===== config.mk =====
export PLATFORM = sky130hd
export DESIGN_NAME = sb_scheduler
export DESIGN_NICKNAME = d
export VERILOG_FILES = /design/src/rtl/sb_pkg.sv /design/src/rtl/sb_unit_slot.sv /design/src/rtl/sb_result_table.sv /design/src/rtl/sb_wb_arbiter.sv /design/src/rtl/sb_scheduler.sv
export SDC_FILE = /design/constraint.sdc
export NUM_CORES = 1
export LEC_CHECK = 0
export ABC_AREA = 1
export BUFFER_PORTS_ARGS = -buffer_cell sky130_fd_sc_hd__buf_4
export CAP_MARGIN = 20
export CORE_ASPECT_RATIO = 1.5
export CORE_UTILIZATION = 35
export DETAILED_ROUTE_END_ITERATION = 8
export HOLD_SLACK_MARGIN = 0.08
export MAX_ROUTING_LAYER = met4
export PLACE_DENSITY_LB_ADDON = 0.15
export SLEW_MARGIN = 10
export SYNTH_ARGS = -nofsm -noshare
export SYNTH_HDL_FRONTEND = slang
export SYNTH_SLANG_ARGS = --single-unit

===== constraint.sdc =====
create_clock -name clk -period 3.6 [get_ports clk]
set_clock_uncertainty 0.05 [all_clocks]
set_input_delay 0.36 -clock clk [delete_from_list [all_inputs] [get_ports clk]]
set_output_delay 0.36 -clock clk [all_outputs]
set_load 0.005 [all_outputs]

===== src/rtl/sb_pkg.sv =====
package sb_pkg;

   typedef enum logic [1:0] {
      CLS_INT = 2'd0,
      CLS_MUL = 2'd1,
      CLS_ADD = 2'd2,
      CLS_DIV = 2'd3
   } op_class_e;

   typedef enum logic [1:0] {
      SLOT_IDLE     = 2'd0,
      SLOT_WAIT_OPS = 2'd1,
      SLOT_EXEC     = 2'd2,
      SLOT_WB_PEND  = 2'd3
   } slot_state_e;

   // Units are laid out class by class: integer, multiply, add, divide.
   function automatic int unit_class(input int idx, input int n_int,
                                     input int n_mul, input int n_add);
      if (idx < n_int)                 return int'(CLS_INT);
      if (idx < n_int + n_mul)         return int'(CLS_MUL);
      if (idx < n_int + n_mul + n_add) return int'(CLS_ADD);
      return int'(CLS_DIV);
   endfunction

   function automatic int class_latency(input int cls, input int l_int,
                                        input int l_mul, input int l_add,
                                        input int l_div);
      case (cls)
         0:       return l_int;
         1:       return l_mul;
         2:       return l_add;
         default: return l_div;
      endcase
   endfunction

endpackage


===== src/rtl/sb_unit_slot.sv =====
module sb_unit_slot
   import sb_pkg::*;
#(
   parameter int RW      = 5,
   parameter int QW      = 3,
   parameter int LATENCY = 2
) (
   input  logic          clk,
   input  logic          rst_n,
   input  logic          issue_load_i,
   input  logic [RW-1:0] issue_dst_i,
   input  logic [RW-1:0] issue_src1_i,
   input  logic [RW-1:0] issue_src2_i,
   input  logic [QW-1:0] issue_q1_i,
   input  logic [QW-1:0] issue_q2_i,
   input  logic          wb_valid_i,
   input  logic [QW-1:0] wb_tag_i,
   input  logic          wb_grant_i,
   output logic          rd_grant_o,
   output logic          wb_req_o,
   output logic          busy_o,
   output logic [RW-1:0] fi_o,
   output logic [RW-1:0] fj_o,
   output logic [RW-1:0] fk_o,
   output logic          rj_o,
   output logic          rk_o
);
   localparam int CW = $clog2(LATENCY + 1);

   generate
      if (LATENCY < 1) begin : g_bad_latency
         $error("sb_unit_slot: LATENCY must be at least 1");
      end
   endgenerate

   slot_state_e   state;
   logic [QW-1:0] qj, qk;
   logic [CW-1:0] cnt;

   assign busy_o     = (state != SLOT_IDLE);
   assign rd_grant_o = (state == SLOT_WAIT_OPS) && rj_o && rk_o;
   assign wb_req_o   = (state == SLOT_WB_PEND);

   always_ff @(posedge clk) begin
      if (!rst_n) begin
         state <= SLOT_IDLE;
         fi_o  <= '0;
         fj_o  <= '0;
         fk_o  <= '0;
         qj    <= '0;
         qk    <= '0;
         rj_o  <= 1'b0;
         rk_o  <= 1'b0;
         cnt   <= '0;
      end else begin
         unique case (state)
            SLOT_IDLE: begin
               if (issue_load_i) begin
                  fi_o  <= issue_dst_i;
                  fj_o  <= issue_src1_i;
                  fk_o  <= issue_src2_i;
                  qj    <= issue_q1_i;
                  qk    <= issue_q2_i;
                  rj_o  <= (issue_q1_i == '0);
                  rk_o  <= (issue_q2_i == '0);
                  state <= SLOT_WAIT_OPS;
               end
            end
            SLOT_WAIT_OPS: begin
               if (rd_grant_o) begin
                  rj_o  <= 1'b0;
                  rk_o  <= 1'b0;
                  cnt   <= CW'(LATENCY);
                  state <= SLOT_EXEC;
               end else begin
                  if (wb_valid_i && (qj == wb_tag_i)) begin
                     qj   <= '0;
                     rj_o <= 1'b1;
                  end
                  if (wb_valid_i && (qk == wb_tag_i)) begin
                     qk   <= '0;
                     rk_o <= 1'b1;
                  end
               end
            end
            SLOT_EXEC: begin
               if (cnt > CW'(1)) cnt <= cnt - CW'(1);
               else              state <= SLOT_WB_PEND;
            end
            SLOT_WB_PEND: begin
               if (wb_grant_i) state <= SLOT_IDLE;
            end
            default: state <= SLOT_IDLE;
         endcase
      end
   end

   // the issue stage only loads a unit that is free
   assert_issue_idle_R10: assert property (@(posedge clk) disable iff (!rst_n)
      issue_load_i |-> (state == SLOT_IDLE));

   // operands are read once per instruction
   assert_read_once_R4: assert property (@(posedge clk) disable iff (!rst_n)
      rd_grant_o |=> !rd_grant_o);

   // the arbiter only grants a unit whose execution has finished
   assert_grant_finished_R8: assert property (@(posedge clk) disable iff (!rst_n)
      wb_grant_i |-> wb_req_o);

   // after a read the unit is counting down its full latency
   assert_latency_load_R6: assert property (@(posedge clk) disable iff (!rst_n)
      rd_grant_o |=> (cnt == CW'(LATENCY)) && !wb_req_o);

endmodule


===== src/rtl/sb_result_table.sv =====
module sb_result_table #(
   parameter int REG_COUNT = 32,
   parameter int QW        = 3
) (
   input  logic                         clk,
   input  logic                         rst_n,
   input  logic                         set_en_i,
   input  logic [$clog2(REG_COUNT)-1:0] set_reg_i,
   input  logic [QW-1:0]                set_tag_i,
   input  logic                         clr_en_i,
   input  logic [$clog2(REG_COUNT)-1:0] clr_reg_i,
   input  logic [$clog2(REG_COUNT)-1:0] rd1_reg_i,
   input  logic [$clog2(REG_COUNT)-1:0] rd2_reg_i,
   output logic [QW-1:0]                rd1_tag_o,
   output logic [QW-1:0]                rd2_tag_o
);
   logic [QW-1:0] producer [REG_COUNT];

   assign rd1_tag_o = producer[rd1_reg_i];
   assign rd2_tag_o = producer[rd2_reg_i];

   always_ff @(posedge clk) begin
      if (!rst_n) begin
         for (int r = 0; r < REG_COUNT; r++) producer[r] <= '0;
      end else begin
         if (clr_en_i) producer[clr_reg_i] <= '0;
         if (set_en_i) producer[set_reg_i] <= set_tag_i;
      end
   end

   // a register never gets a second pending producer
   assert_single_producer_R3: assert property (@(posedge clk) disable iff (!rst_n)
      set_en_i |-> (producer[set_reg_i] == '0));

   // a write-back always retires a register that had a producer
   assert_clear_owned_R11: assert property (@(posedge clk) disable iff (!rst_n)
      clr_en_i |-> (producer[clr_reg_i] != '0));

endmodule


===== src/rtl/sb_wb_arbiter.sv =====
module sb_wb_arbiter #(
   parameter int NUM_UNITS = 5,
   parameter int RW        = 5,
   parameter int QW        = 3
) (
   input  logic                          clk,
   input  logic                          rst_n,
   input  logic [NUM_UNITS-1:0]          req_i,
   input  logic [NUM_UNITS-1:0]          busy_i,
   input  logic [NUM_UNITS-1:0][RW-1:0]  fi_i,
   input  logic [NUM_UNITS-1:0][RW-1:0]  fj_i,
   input  logic [NUM_UNITS-1:0][RW-1:0]  fk_i,
   input  logic [NUM_UNITS-1:0]          rj_i,
   input  logic [NUM_UNITS-1:0]          rk_i,
   output logic [NUM_UNITS-1:0]          grant_o,
   output logic                          grant_valid_o,
   output logic [QW-1:0]                 grant_tag_o,
   output logic [RW-1:0]                 grant_dst_o
);
   logic [NUM_UNITS-1:0] war_block;
   logic [NUM_UNITS-1:0] eligible;

   // A writer waits while any other unit still needs the old value.
   generate
      for (genvar u = 0; u < NUM_UNITS; u++) begin : g_war
         always_comb begin
            war_block[u] = 1'b0;
            for (int v = 0; v < NUM_UNITS; v++) begin
               if (v != u && busy_i[v] &&
                   ((fj_i[v] == fi_i[u] && rj_i[v]) ||
                    (fk_i[v] == fi_i[u] && rk_i[v])))
                  war_block[u] = 1'b1;
            end
         end
      end
   endgenerate

   assign eligible = req_i & ~war_block;

   always_comb begin
      grant_o       = '0;
      grant_valid_o = 1'b0;
      grant_tag_o   = '0;
      grant_dst_o   = '0;
      for (int u = 0; u < NUM_UNITS; u++) begin
         if (!grant_valid_o && eligible[u]) begin
            grant_valid_o = 1'b1;
            grant_o[u]    = 1'b1;
            grant_tag_o   = QW'(u + 1);
            grant_dst_o   = fi_i[u];
         end
      end
   end

   // one result bus, one writer per cycle
   assert_single_wb_R8: assert property (@(posedge clk) disable iff (!rst_n)
      $onehot0(grant_o));

   // a waiting writer stays pending until it is granted
   assert_pending_holds_R7: assert property (@(posedge clk) disable iff (!rst_n)
      (req_i[0] && !grant_o[0]) |=> req_i[0]);

endmodule


===== src/rtl/sb_scheduler.sv =====
module sb_scheduler
   import sb_pkg::*;
#(
   parameter int REG_COUNT = 32,
   parameter int NUM_INT   = 1,
   parameter int NUM_MUL   = 2,
   parameter int NUM_ADD   = 1,
   parameter int NUM_DIV   = 1,
   parameter int LAT_INT   = 2,
   parameter int LAT_MUL   = 10,
   parameter int LAT_ADD   = 2,
   parameter int LAT_DIV   = 40
) (
   input  logic                                                clk,
   input  logic                                                rst_n,
   input  logic                                                iss_valid_i,
   input  logic [1:0]                                          iss_class_i,
   input  logic [$clog2(REG_COUNT)-1:0]                        iss_dst_i,
   input  logic [$clog2(REG_COUNT)-1:0]                        iss_src1_i,
   input  logic [$clog2(REG_COUNT)-1:0]                        iss_src2_i,
   output logic                                                iss_accept_o,
   output logic [$clog2(NUM_INT+NUM_MUL+NUM_ADD+NUM_DIV)-1:0] iss_unit_o,
   output logic [NUM_INT+NUM_MUL+NUM_ADD+NUM_DIV-1:0]         rd_grant_o,
   output logic [NUM_INT+NUM_MUL+NUM_ADD+NUM_DIV-1:0]         wb_grant_o,
   output logic [$clog2(REG_COUNT)-1:0]                        wb_dst_o
);
   localparam int NUM_UNITS = NUM_INT + NUM_MUL + NUM_ADD + NUM_DIV;
   localparam int RW        = $clog2(REG_COUNT);
   localparam int UW        = $clog2(NUM_UNITS);
   localparam int QW        = $clog2(NUM_UNITS + 1);

   generate
      if (REG_COUNT < 2) begin : g_bad_regs
         $error("sb_scheduler: REG_COUNT must be at least 2");
      end
      if (NUM_INT < 1 || NUM_MUL < 1 || NUM_ADD < 1 || NUM_DIV < 1) begin : g_bad_units
         $error("sb_scheduler: every class needs at least one unit");
      end
      if (LAT_INT < 1 || LAT_MUL < 1 || LAT_ADD < 1 || LAT_DIV < 1) begin : g_bad_lat
         $error("sb_scheduler: latencies must be at least 1");
      end
   endgenerate

   logic [NUM_UNITS-1:0][1:0]    unit_cls;
   logic [NUM_UNITS-1:0]         busy, rj, rk, wb_req, issue_load;
   logic [NUM_UNITS-1:0][RW-1:0] fi, fj, fk;
   logic                         wb_valid;
   logic [QW-1:0]                wb_tag;
   logic [QW-1:0]                tbl_q1, tbl_q2, iss_q1, iss_q2;
   logic                         unit_found, waw_hit;
   logic [UW-1:0]                sel_idx;

   // Issue: pick the lowest free unit of the class, refuse on a WAW match.
   always_comb begin
      unit_found = 1'b0;
      sel_idx    = '0;
      waw_hit    = 1'b0;
      for (int u = 0; u < NUM_UNITS; u++) begin
         if (!unit_found && !busy[u] && unit_cls[u] == iss_class_i) begin
            unit_found = 1'b1;
            sel_idx    = UW'(u);
         end
         if (busy[u] && fi[u] == iss_dst_i) waw_hit = 1'b1;
      end
   end

   assign iss_accept_o = iss_valid_i && unit_found && !waw_hit;
   assign iss_unit_o   = sel_idx;

   // A producer retiring this cycle no longer counts as pending.
   assign iss_q1 = (wb_valid && tbl_q1 == wb_tag) ? '0 : tbl_q1;
   assign iss_q2 = (wb_valid && tbl_q2 == wb_tag) ? '0 : tbl_q2;

   sb_result_table #(
      .REG_COUNT (REG_COUNT),
      .QW        (QW)
   ) u_table (
      .clk       (clk),
      .rst_n     (rst_n),
      .set_en_i  (iss_accept_o),
      .set_reg_i (iss_dst_i),
      .set_tag_i (QW'(sel_idx) + QW'(1)),
      .clr_en_i  (wb_valid),
      .clr_reg_i (wb_dst_o),
      .rd1_reg_i (iss_src1_i),
      .rd2_reg_i (iss_src2_i),
      .rd1_tag_o (tbl_q1),
      .rd2_tag_o (tbl_q2)
   );

   generate
      for (genvar g = 0; g < NUM_UNITS; g++) begin : g_unit
         localparam int CLS = unit_class(g, NUM_INT, NUM_MUL, NUM_ADD);
         localparam int LAT = class_latency(CLS, LAT_INT, LAT_MUL, LAT_ADD, LAT_DIV);

         assign unit_cls[g]   = 2'(CLS);
         assign issue_load[g] = iss_accept_o && (sel_idx == UW'(g));

         sb_unit_slot #(
            .RW      (RW),
            .QW      (QW),
            .LATENCY (LAT)
         ) u_slot (
            .clk          (clk),
            .rst_n        (rst_n),
            .issue_load_i (issue_load[g]),
            .issue_dst_i  (iss_dst_i),
            .issue_src1_i (iss_src1_i),
            .issue_src2_i (iss_src2_i),
            .issue_q1_i   (iss_q1),
            .issue_q2_i   (iss_q2),
            .wb_valid_i   (wb_valid),
            .wb_tag_i     (wb_tag),
            .wb_grant_i   (wb_grant_o[g]),
            .rd_grant_o   (rd_grant_o[g]),
            .wb_req_o     (wb_req[g]),
            .busy_o       (busy[g]),
            .fi_o         (fi[g]),
            .fj_o         (fj[g]),
            .fk_o         (fk[g]),
            .rj_o         (rj[g]),
            .rk_o         (rk[g])
         );
      end
   endgenerate

   sb_wb_arbiter #(
      .NUM_UNITS (NUM_UNITS),
      .RW        (RW),
      .QW        (QW)
   ) u_arb (
      .clk           (clk),
      .rst_n         (rst_n),
      .req_i         (wb_req),
      .busy_i        (busy),
      .fi_i          (fi),
      .fj_i          (fj),
      .fk_i          (fk),
      .rj_i          (rj),
      .rk_i          (rk),
      .grant_o       (wb_grant_o),
      .grant_valid_o (wb_valid),
      .grant_tag_o   (wb_tag),
      .grant_dst_o   (wb_dst_o)
   );

   // nothing is issued without a request
   assert_accept_valid_R2: assert property (@(posedge clk) disable iff (!rst_n)
      iss_accept_o |-> iss_valid_i);

   // a held instruction stays visible on the next cycle
   assert_hold_in_order_R2: assert property (@(posedge clk) disable iff (!rst_n)
      (iss_valid_i && !iss_accept_o) |=> iss_valid_i);

endmodule


==> impl_metrics.toml, run 1 <==
[yosys]
synth_cell_types = 49
synth-simple-area-share_pct = 30.4
synth_edf_count = 96
synth_top_family_by_area = "simple AND/OR/NAND/NOR gates"
synth_xor_area_share_pct = 1.39
synth_cells = 2500
synth_seq_cells = 239
syn-num-nets = 2554
ys_seq_area_share_pct = 35.1
async_reset_ff_share_pct = 0
yosys_warnings = 0
syn_area_mm2 = 0.0164
ys.flop_type = "dfxtp_1"
synthAdderAreaFrac_pct = 2.60
syn_area_per_cell_um2 = 6.54
synth_mux_area_share_pct = 0
synth_compound_area_share_pct = 20.4

[hold_path]
hold-path-cell-count = 3
hold_class = "in -> reg"

[timing]
finalCriticalPeriod_ns = 3.52
finalSetupViolCount = 0
worstMarginPinSlew_ns = 1.09
slew_headroom_pct = 27.1
max_freq_ghz = 0.284
timing.final.crit_share_pct = 97.9
hold_viol = 0
maxSlewViolCount = 0

[power]
p_per_area_mw_per_mm2 = 584
power.share.sequential_pct = 31.1
combPwrFrac_pct = 41.9
power_leakage_uw = 0.00814
p_int_uw = 6440
swShare_pct = 42.5
ir_drop_mv = 0.342
p_clk_share_pct = 27.0
power_switching_uw = 4760

[global_routing]
antenna_found_initial = 0
grt_overflow = 0
grt_pass1_vias = 17017
grt_usage_pct = 32.1
grt_pass1_wl_um = 109000
grt_start_max_net_pins = 81

[placed_design]
portBuffers = 38
detailed_place_hpwl_um = 53900
placed_area_mm2 = 0.0180
gp_congestion = 1.06

[route]
wl_met2_um = 35800
drcViolationCount = 0
vias_per_cell = 5.59
wl_met3_um = 4730
ant_nets = 0
wirelength_um = 74300
top_layer = "met4"
wl_met1_um = 28000
routedWlPerCell_um = 23.1
dr.pass1.iters = 5
vias = 17967
drt-initial-drc-count = 1447

[setup_path]
cp-start-kind = "flip-flop"
end_kind = "output pin"
path_class = "reg -> out"
regToRegSetupSlack_ns = 0.19
reg2regPathDepth = 21
worstPathMaxFanout = 9
crit_arrival_ns = 3.11
worstPathRequired_ns = 3.19

[clock_tree]
cts_max_level = 1
cts_hold_buf = 0
cts-root-buf = "clkbuf_16"
cts_tree = "yes"
clock_latency_ns = 0.59
cts.sinks = 239
numCtsBuffers = 28
cts_buffer_depth = 3
path_clk_slew_ns = 0.07

[final_layout]
area_growth_pct = 17.3
nets = 2657
fin_area_mm2 = 0.0192
fill_cells = 4896
drive_gt1_share_pct = 13.2
fin_util_pct = 41.8

[floorplan]
io_pins = 39
dieHeight_um = 267
fp-row-count = 96
start_util_pct = 35.7
core_mm2 = 0.0459
design.die.area_mm2 = 0.0476
die_w_um = 179

[job]
drv_cap = 0

[outcome]
run_status = "complete, no violations"
## area by class of cell
| class | count | area (µm²) | area share (%) |
|---|---|---|---|
| Multi-Input combinational cell | 1869 | 9010 | 47.0 |
| Clock buffer | 38 | 798 | 4.16 |
| Clock inverter | 12 | 146 | 0.763 |
| Timing Repair Buffer | 217 | 1770 | 9.23 |
| Tap cell | 588 | 736 | 3.84 |
| Timing Repair inverter | 2 | 12.5 | 0.0652 |
| Antenna cell | 1 | 2.50 | 0.0130 |
| Sequential cell | 239 | 5760 | 30.0 |
| Inverter | 246 | 946 | 4.93 |
## final timing paths
path                                                from                       end
worst min register to register    g_unit[1].u_slot.qk[2]    g_unit[1].u_slot.qk[2]
worst min-delay path                        iss_dst_i[1]  g_unit[3].u_slot.fi_o[1]
worst max register to register  g_unit[1].u_slot.fi_o[4]     g_unit[1].u_slot.rk_o
worst max-delay path            g_unit[4].u_slot.fi_o[3]               wb_dst_o[4]
## metrics by stage
stage / std cells / hold slack [ns] / power, µW / setup WS [ns] / setup TNS (ns)
2_1_floorplan: 2500 / 0.390 / 6350 / 0.877 / 0
3_3_place_gp: 3150 / 0.407 / 8050 / 0.149 / 0
3_5_place_dp: 3150 / 0.415 / 8100 / 0.131 / 0
4_1_cts: 3203 / 0.115 / 11100 / 0.0163 / 0
5_1_grt: 3211 / 0.164 / 11800 / -0.0338 / -0.0338
6_report: 3212 / 0.138 / 11200 / 0.0755 / 0
## cell usage after synthesis (9+ instances only)
library cell  number  area (µm²)
nand2_1          575        2160
a211oi_1          11        82.6
buf_4             24         180
inv_2             25        93.8
dfxtp_1          143        2860
o211ai_1          19         143
o311ai_0          10        87.6
o22ai_1           61         382
o21ai_0          240        1200
buf_2             32         160
xor2_1            25         219
edfxtp_1          96        2880
ha_1              34         425
nor3_1            40         200
clkbuf_1          79         297
o21ai_1            9        45.0
nand3_1          172         861
a21oi_1          224        1120
inv_1            214         803
nor2_1           373        1400
## worst max-delay path: stages (launching register included)
cell and delay, ns:
dfxtp_1 0.31, inv_1 0.38, o21ai_0 0.20, a21oi_1 0.16
nand3_1 0.09, nand2_1 0.21, nand2_1 0.10, nand3_1 0.12
nor2_2 0.04, buf_4 0.15, nand3_4 0.10, inv_2 0.08
nand2_1 0.06, nand3_1 0.18, buf_4 0.20, buf_4 0.13
## logic make-up (layout without fill, tap and decap cells)
family	after synthesis	in the layout
fa+ha+maj	34	34
flops	239	239
compound gates	608	608
other cells	0	1
xor+xnor	26	26
buf+inv	392	515
simple gates	1201	1201
## layout by cell type, fill, tap and decap left out, types with 5 or more instances in the layout
cell type / Yosys / final
nor2_1: 373 / 373
dfxtp_1: 143 / 133
nand2_1: 575 / 573
edfxtp_1: 96 / 96
nor3_1: 40 / 39
o21ai_0: 240 / 240
dfxtp_2: 0 / 8
buf_4: 24 / 205
nor2_4: 4 / 6
a21oi_1: 224 / 223
nand3_1: 172 / 169
o22ai_1: 61 / 61
a31oi_1: 8 / 8
nand2_2: 6 / 8
nor2_2: 8 / 6
clkbuf_16: 0 / 30
clkinv_2: 0 / 5
o21ai_1: 9 / 9
o211ai_1: 19 / 19
o221ai_1: 7 / 7
a211oi_1: 11 / 11
inv_2: 25 / 23
a221oi_1: 5 / 5
ha_1: 34 / 34
clkinv_1: 7 / 5
nand4_1: 5 / 5
inv_1: 214 / 211
nor4_1: 6 / 6
clkbuf_1: 79 / 5
o311ai_0: 10 / 10
buf_12: 0 / 11
xor2_1: 25 / 25
clkinvlp_4: 0 / 8
nand3_2: 2 / 5
## routing by layer
layer	vias to the layer above	track usage (%)
met1	8407	35.8
li1	8495	-
met2	785	53.5
met4	0	21.0
met3	280	4.27
met5	-	-
## repair_timing
action	4_1_cts	5_1_grt
gates resized for setup	3	31
pin swaps	0	1
buffers inserted	3	6
cloned	0	2
endpoints found under the setup margin	4	109
## power groups by stage
| stage | registers (µW) | clock network [µW] | logic [µW] |
|---|---|---|---|
| after floorplan | 3390 | 0 | 2960 |
| after global placement | 3520 | 0 | 4530 |
| after detailed placement | 3520 | 0 | 4580 |
| after CTS | 3470 | 3060 | 4610 |
| after global routing | 3520 | 3160 | 5150 |
| final | 3480 | 3020 | 4690 |
## state kept, by name (all words and copies together), names as in the netlist
register	cells
g_unit.u_slot.fi_o	25
g_unit.u_slot.rj_o	5
u_table.producer	96
g_unit.u_slot.fj_o	25
g_unit.u_slot.qk	15
g_unit.u_slot.rk_o	5
g_unit.u_slot.cnt	18
g_unit.u_slot.fk_o	25
g_unit.u_slot.qj	15
g_unit.u_slot.state	10
No activity file was read; power rests on OpenSTA's default activity.
==> run 2, diff against run 1 <==
--- a/config.mk
+++ b/config.mk
@@ -13,7 +13,7 @@
 export DETAILED_ROUTE_END_ITERATION = 8
 export HOLD_SLACK_MARGIN = 0.08
 export MAX_ROUTING_LAYER = met4
-export PLACE_DENSITY_LB_ADDON = 0.15
+export PLACE_DENSITY = 0.53
 export SLEW_MARGIN = 10
 export SYNTH_ARGS = -nofsm -noshare
 export SYNTH_HDL_FRONTEND = slang
==> run 2 against run 1 <==
Design area rose by 2.3%. Non-clock buffer count rose by 60. Register-to-register slack improved by 0.08 ns. Final cell count rose by 1.8%. Core utilization rose by 0.95 points. Sequential share of layout area fell by 0.65 points. First-iteration DRC count fell by 6.0%. Largest power group unchanged. Worst setup slack got worse by 0.013 ns. Flip-flop and latch count did not move.
==> impl_metrics.toml, run 2 (synthesis results as in run 1) <==
[outcome]
run_status = "complete, no violations"

[floorplan]
design.die.area_mm2 = 0.0476
die_w_um = 179
io_pins = 39
fp-row-count = 96
dieHeight_um = 267
core_mm2 = 0.0459
start_util_pct = 35.7

[clock_tree]
cts_tree = "yes"
cts_max_level = 1
path_clk_slew_ns = 0.07
cts-root-buf = "clkbuf_16"
cts.sinks = 239
numCtsBuffers = 27
cts_hold_buf = 0
clock_latency_ns = 0.58
cts_buffer_depth = 3

[timing]
finalCriticalPeriod_ns = 3.54
slew_headroom_pct = 45.4
hold_viol = 0
finalSetupViolCount = 0
fin_ws_ns = 0.0628
timing.final.crit_share_pct = 98.3
max_freq_ghz = 0.283
finalSetupTns_ns = 0
worstMarginPinSlew_ns = 0.813
maxSlewViolCount = 0
rsz0062_at_grt = "no"

[power]
ir_drop_mv = 0.312
p_per_area_mw_per_mm2 = 579
power_leakage_uw = 0.00840

[setup_path]
cp-start-kind = "flip-flop"
worstPathMaxFanout = 11
end_kind = "output pin"
crit_arrival_ns = 3.13
path_class = "reg -> out"
worstPathRequired_ns = 3.19

[final_layout]
area_growth_pct = 19.9
layout_commonest_cell = "nand2_1"
top_register = "u_table.producer"
final_cell_mix = "572 x nand2_1, 372 x nor2_1, 266 x buf_4"
nets = 2715
drive_gt1_share_pct = 15.1
largest_reg_flops = 96

[route]
drt-initial-drc-count = 1360
vias = 18215
dr.pass1.iters = 6
drcViolationCount = 0
wirelength_um = 76200
vias_per_cell = 5.57
routedWlPerCell_um = 23.3
ant_nets = 0

[job]
drv_cap = 0

[placed_design]
post-place-ws_ns = 0.0404
gp_congestion = 1.02
detailed_place_hpwl_um = 56400
portBuffers = 38

[global_routing]
grt_usage_pct = 33.0
grt_start_max_net_pins = 58
antenna_found_initial = 1
grt_pass1_vias = 17410
grt_overflow = 0
grt_pass1_wl_um = 111000

[hold_path]
hold_class = "in -> reg"
==> run 2: cell count changes in the layout (fill, tap and decap cells not counted), moves of 3 or more <==
cell / before / now
buf_4: 205 / 266
clkbuf_1: 5 / 1
clkbuf_16: 30 / 27
clkinv_1: 5 / 9
clkinv_2: 5 / 0
clkinvlp_4: 8 / 13
==> run 2: cell type report <==
| class | count | area, µm² |
|---|---|---|
| clock inverter | 21 | 254 |
| tap | 588 | 736 |
| multi-input combinational | 1869 | 9010 |
| inverter | 246 | 962 |
| sequential | 239 | 5770 |
| fill | 4876 | 26300 |
| timing repair inverter | 1 | 7.51 |
| clock buffer | 28 | 679 |
| antenna | 1 | 2.50 |
| timing repair buffer | 277 | 2200 |
==> run 2: timing repair <==
action                     CTS  global route
gates cloned                 0             1
setup endpoints to repair    6             6
pin swaps                    0             3
buffers inserted             0            12
resized for setup            5            39
==> run 2: worst paths after layout <==
| path | startpoint | end | cells after the start | slack (ns) |
|---|---|---|---|---|
| worst max-delay path | g_unit[4].u_slot.fi_o[3] | wb_dst_o[4] | 15 | 0.06 |
| worst min-delay path | iss_dst_i[1] | g_unit[0].u_slot.fi_o[1] | 3 | 0.10 |
| worst max register to register | g_unit[4].u_slot.fi_o[3] | g_unit[3].u_slot.qk[1] | 18 | 0.27 |
| worst min register to register | g_unit[0].u_slot.qj[1] | g_unit[0].u_slot.qj[1] | 2 | 0.42 |
==> run 2: stage by stage <==
stage          cells  instance area [µm²]  util, %  power (µW)  hold WS (ns)
2_1_floorplan   2500                16400        -        6350         0.390
3_3_place_gp    3207                18500     40.3        8250         0.404
3_5_place_dp    3207                18500     40.3        8290         0.412
4_1_cts         3256                19400     42.3       11300        0.0876
5_1_grt         3270                19600     42.8       11900         0.142
6_report        3270                19600     42.8       11400         0.100
==> run 2: per-layer routing <==
layer / vias up / wire length (µm) / GRT usage (%)
li1: 8614 / - / -
met1: 8490 / 27600 / 35.4
met2: 849 / 38200 / 57.1
met5: - / 0 / -
met3: 262 / 5290 / 4.77
met4: 0 / 5200 / 19.2
==> run 2: critical path: stages (launching register included) <==
cell     delay [ns]
dfxtp_1        0.31
inv_1          0.51
o21ai_0        0.15
a21oi_1        0.16
nand3_1        0.11
nand2_1        0.10
nand2_1        0.12
nand3_1        0.15
nor2_2         0.05
buf_4          0.15
nand3_4        0.08
inv_2          0.08
nand2_1        0.07
nand3_1        0.18
buf_4          0.20
buf_4          0.12
==> run 2: power breakdown <==
group	switching (µW)	internal [µW]
clock	1260	1740
sequential	346	3140
combinational	3230	1650
==> run 3, diff against run 2 <==
--- a/config.mk
+++ b/config.mk
@@ -17,4 +17,5 @@
 export SLEW_MARGIN = 10
 export SYNTH_ARGS = -nofsm -noshare
 export SYNTH_HDL_FRONTEND = slang
+export SYNTH_HIERARCHICAL = 1
 export SYNTH_SLANG_ARGS = --single-unit
==> run 3 against run 2 <==
Fmax up 2.4%. Sequential share of layout area down 0.39 points. Routed wire length down 2.3%. Sequential power about the same. Core utilization down 1.3 points. Final cell count up 6.3%. Global-route usage down 2.2 points. Largest cell class unchanged. Highest routed layer unchanged.
==> impl_metrics.toml, run 3 <==
[setup_path]
end_kind = "flip-flop"
crit_family = "simple AND/OR/NAND/NOR gates"
worstPathRequired_ns = 3.79
worstPathMaxFanout = 8
path_class = "reg -> reg"
path_buf_inv = 6
cp_slowest_cell = "dfxtp_1"
path_cells = "inv_1, ha_1, clkinvlp_4, nand3b_1, nand2_1, nor2_1, nand2_2, nand2_1, nor2_1, nand2_2, inv_2, nand2_4, nor3_2, buf_4, inv_2, nor2_1, inv_2, o211ai_1"
slowest_delay_ns = 0.33
crit_arrival_ns = 3.65
cp-start-kind = "flip-flop"

[outcome]
run_status = "complete, no violations"

[placed_design]
dp_cells = 3408
gp_congestion = 1.09
detailed_place_hpwl_um = 54000
portBuffers = 38
post-place-ws_ns = 0.0927

[yosys]
async_reset_ff_share_pct = 0
ys.flop_type = "dfxtp_1"
ys_seq_area_share_pct = 33.8
synth_cells = 2725
syn-num-nets = 2779
syn_area_mm2 = 0.0170
yosys_warnings = 6
netlist_top_cells_area = "nand2_1 19%, edfxtp_1 17%, dfxtp_1 17%, nor2_1 11%, nand3_1 7.6%"
synth_seq_cells = 239
synthTopCellsByCount = "845 x nand2_1, 507 x nor2_1, 259 x nand3_1"
synth_edf_count = 96
synth.most_common_cell = "nand2_1"
synth_cell_types = 47
synth_top_area_share_pct = 18.6
syn_area_per_cell_um2 = 6.25
yosys.area.top_type = "nand2_1"

[timing]
maxSlewViolCount = 0
hold_viol = 0
fin_ws_ns = 0.147
timing.final.crit_share_pct = 95.9
finalCriticalPeriod_ns = 3.45
finalSetupViolCount = 0
slew_headroom_pct = 44.0
whs_ns = 0.129
worstMarginPinSlew_ns = 0.834
max_freq_ghz = 0.290

[route]
dr.pass1.iters = 6
drcViolationCount = 0
wirelength_um = 74500
vias = 18772
vias_per_cell = 5.40
ant_nets = 0
drt-initial-drc-count = 1536
routedWlPerCell_um = 21.4

[floorplan]
core_mm2 = 0.0478
start_util_pct = 35.6
dieHeight_um = 272
fp-row-count = 98
design.die.area_mm2 = 0.0495
io_pins = 39
die_w_um = 182

[final_layout]
fin_util_pct = 41.5
instances_no_fill = 3477
drive_gt1_share_pct = 13.1
largest_reg_flops = 96
nets = 2907
fill_cells = 5172
top_register = "u_table/producer"
layout_commonest_cell = "nand2_1"
final_cell_mix = "844 x nand2_1, 501 x nor2_1, 256 x nand3_1"
area_growth_pct = 16.6

[power]
design_power_total_uw = 10900
ir_drop_mv = 0.364
power_leakage_uw = 0.00853
p_per_area_mw_per_mm2 = 550

[clock_tree]
numCtsBuffers = 28
cts_tree = "yes"
cts-root-buf = "clkbuf_16"
clock_latency_ns = 0.60
cts.sinks = 239
cts_buffer_depth = 3
path_clk_slew_ns = 0.06
cts_max_level = 1

[global_routing]
antenna_found_initial = 2
grt_pass1_wl_um = 110000
grt_start_max_net_pins = 98
grt_pass1_vias = 18119
grt_usage_pct = 30.8
grt_overflow = 0

[job]
drv_cap = 0

[hold_path]
hold_class = "in -> reg"
-- run 3: cell types whose count changed after synthesis, sizes merged, moves of 9 or more --
cell / change
nor3: -13
nor2: +129
a21oi: -143
a211oi: -11
o211ai: +13
o21ai: -70
clkbuf: -50
nand2: +286
inv: +23
o311ai: -10
nand3b: +9
xor2: -16
nand3: +94
-- run 3: routing by layer --
metal	track usage (%)	vias to the layer above	part of all wire [%]
met1	31.2	8681	36
met3	3.78	297	5.5
met5	-	-	0
met4	20.9	0	7.4
li1	-	9057	-
met2	55.1	737	51
-- run 3: layout make-up --
| class | instances | area, µm² | area share [%] |
|---|---|---|---|
| clock inverters | 18 | 179 | 0.902 |
| diodes | 2 | 5.00 | 0.0252 |
| flip-flops and latches | 239 | 5760 | 29.0 |
| multi-input cells | 2122 | 9800 | 49.4 |
| inverters | 267 | 1030 | 5.20 |
| repair buffers | 195 | 1570 | 7.92 |
| clock buffers | 34 | 744 | 3.75 |
| well taps | 600 | 751 | 3.78 |
-- run 3: timing repair --
| action | 4_1_cts | 5_1_grt |
|---|---|---|
| gates resized for setup | 0 | 32 |
| endpoints found under the hold margin | 5 | 0 |
| hold buffers | 3 | 0 |
| setup endpoints to repair | 0 | 139 |
| buffers inserted | 0 | 12 |
-- run 3: worst paths after layout --
check	slack, ns	cells after the start	from	end
hold reg to reg	0.43	2	g_unit[2].u_slot/qj[2]	g_unit[2].u_slot/qj[2]
setup / recovery	0.15	18	g_unit[1].u_slot/state[0]	u_table/producer[16][1]
setup reg to reg	0.15	18	g_unit[1].u_slot/state[0]	u_table/producer[16][1]
hold / removal	0.13	3	iss_src2_i[2]	g_unit[3].u_slot/fk_o[2]
-- run 3: metrics by stage --
stage,setup TNS (ns),cell area (µm²)
4_1_cts,0,19600
3_5_place_dp,0,18700
2_1_floorplan,0,17000
6_report,0,19800
3_3_place_gp,0,18700
5_1_grt,-0.397,19800
-- run 3: worst register-to-register path, cell delays in order (launching register included) --
cell and delay [ns]:
dfxtp_1 0.33, inv_1 0.10, ha_1 0.28, clkinvlp_4 0.26, nand3b_1 0.24, nand2_1 0.07
nor2_1 0.04, nand2_2 0.17, nand2_1 0.07, nor2_1 0.12, nand2_2 0.21, inv_2 0.18
nand2_4 0.10, nor3_2 0.15, buf_4 0.25, inv_2 0.06, nor2_1 0.19, inv_2 0.08
o211ai_1 0.16
-- run 3: logic make-up after synthesis --
logic type	after synthesis	synth area share, %
AND/OR/NAND/NOR	1715	42.0
buffers and inverters	364	9.01
AO/OA/AOI/OAI	359	12.0
flip-flops	239	33.8
adder cells (fa/ha/maj)	34	2.50
XOR/XNOR	14	0.720
-- run 3: power breakdown --
| part | switching [µW] | internal [µW] | leakage, µW |
|---|---|---|---|
| clock | 1240 | 1680 | 0.000440 |
| combinational | 3030 | 1480 | 0.00593 |
| sequential | 372 | 3120 | 0.00216 |
| total | 4640 | 6280 | 0.00853 |
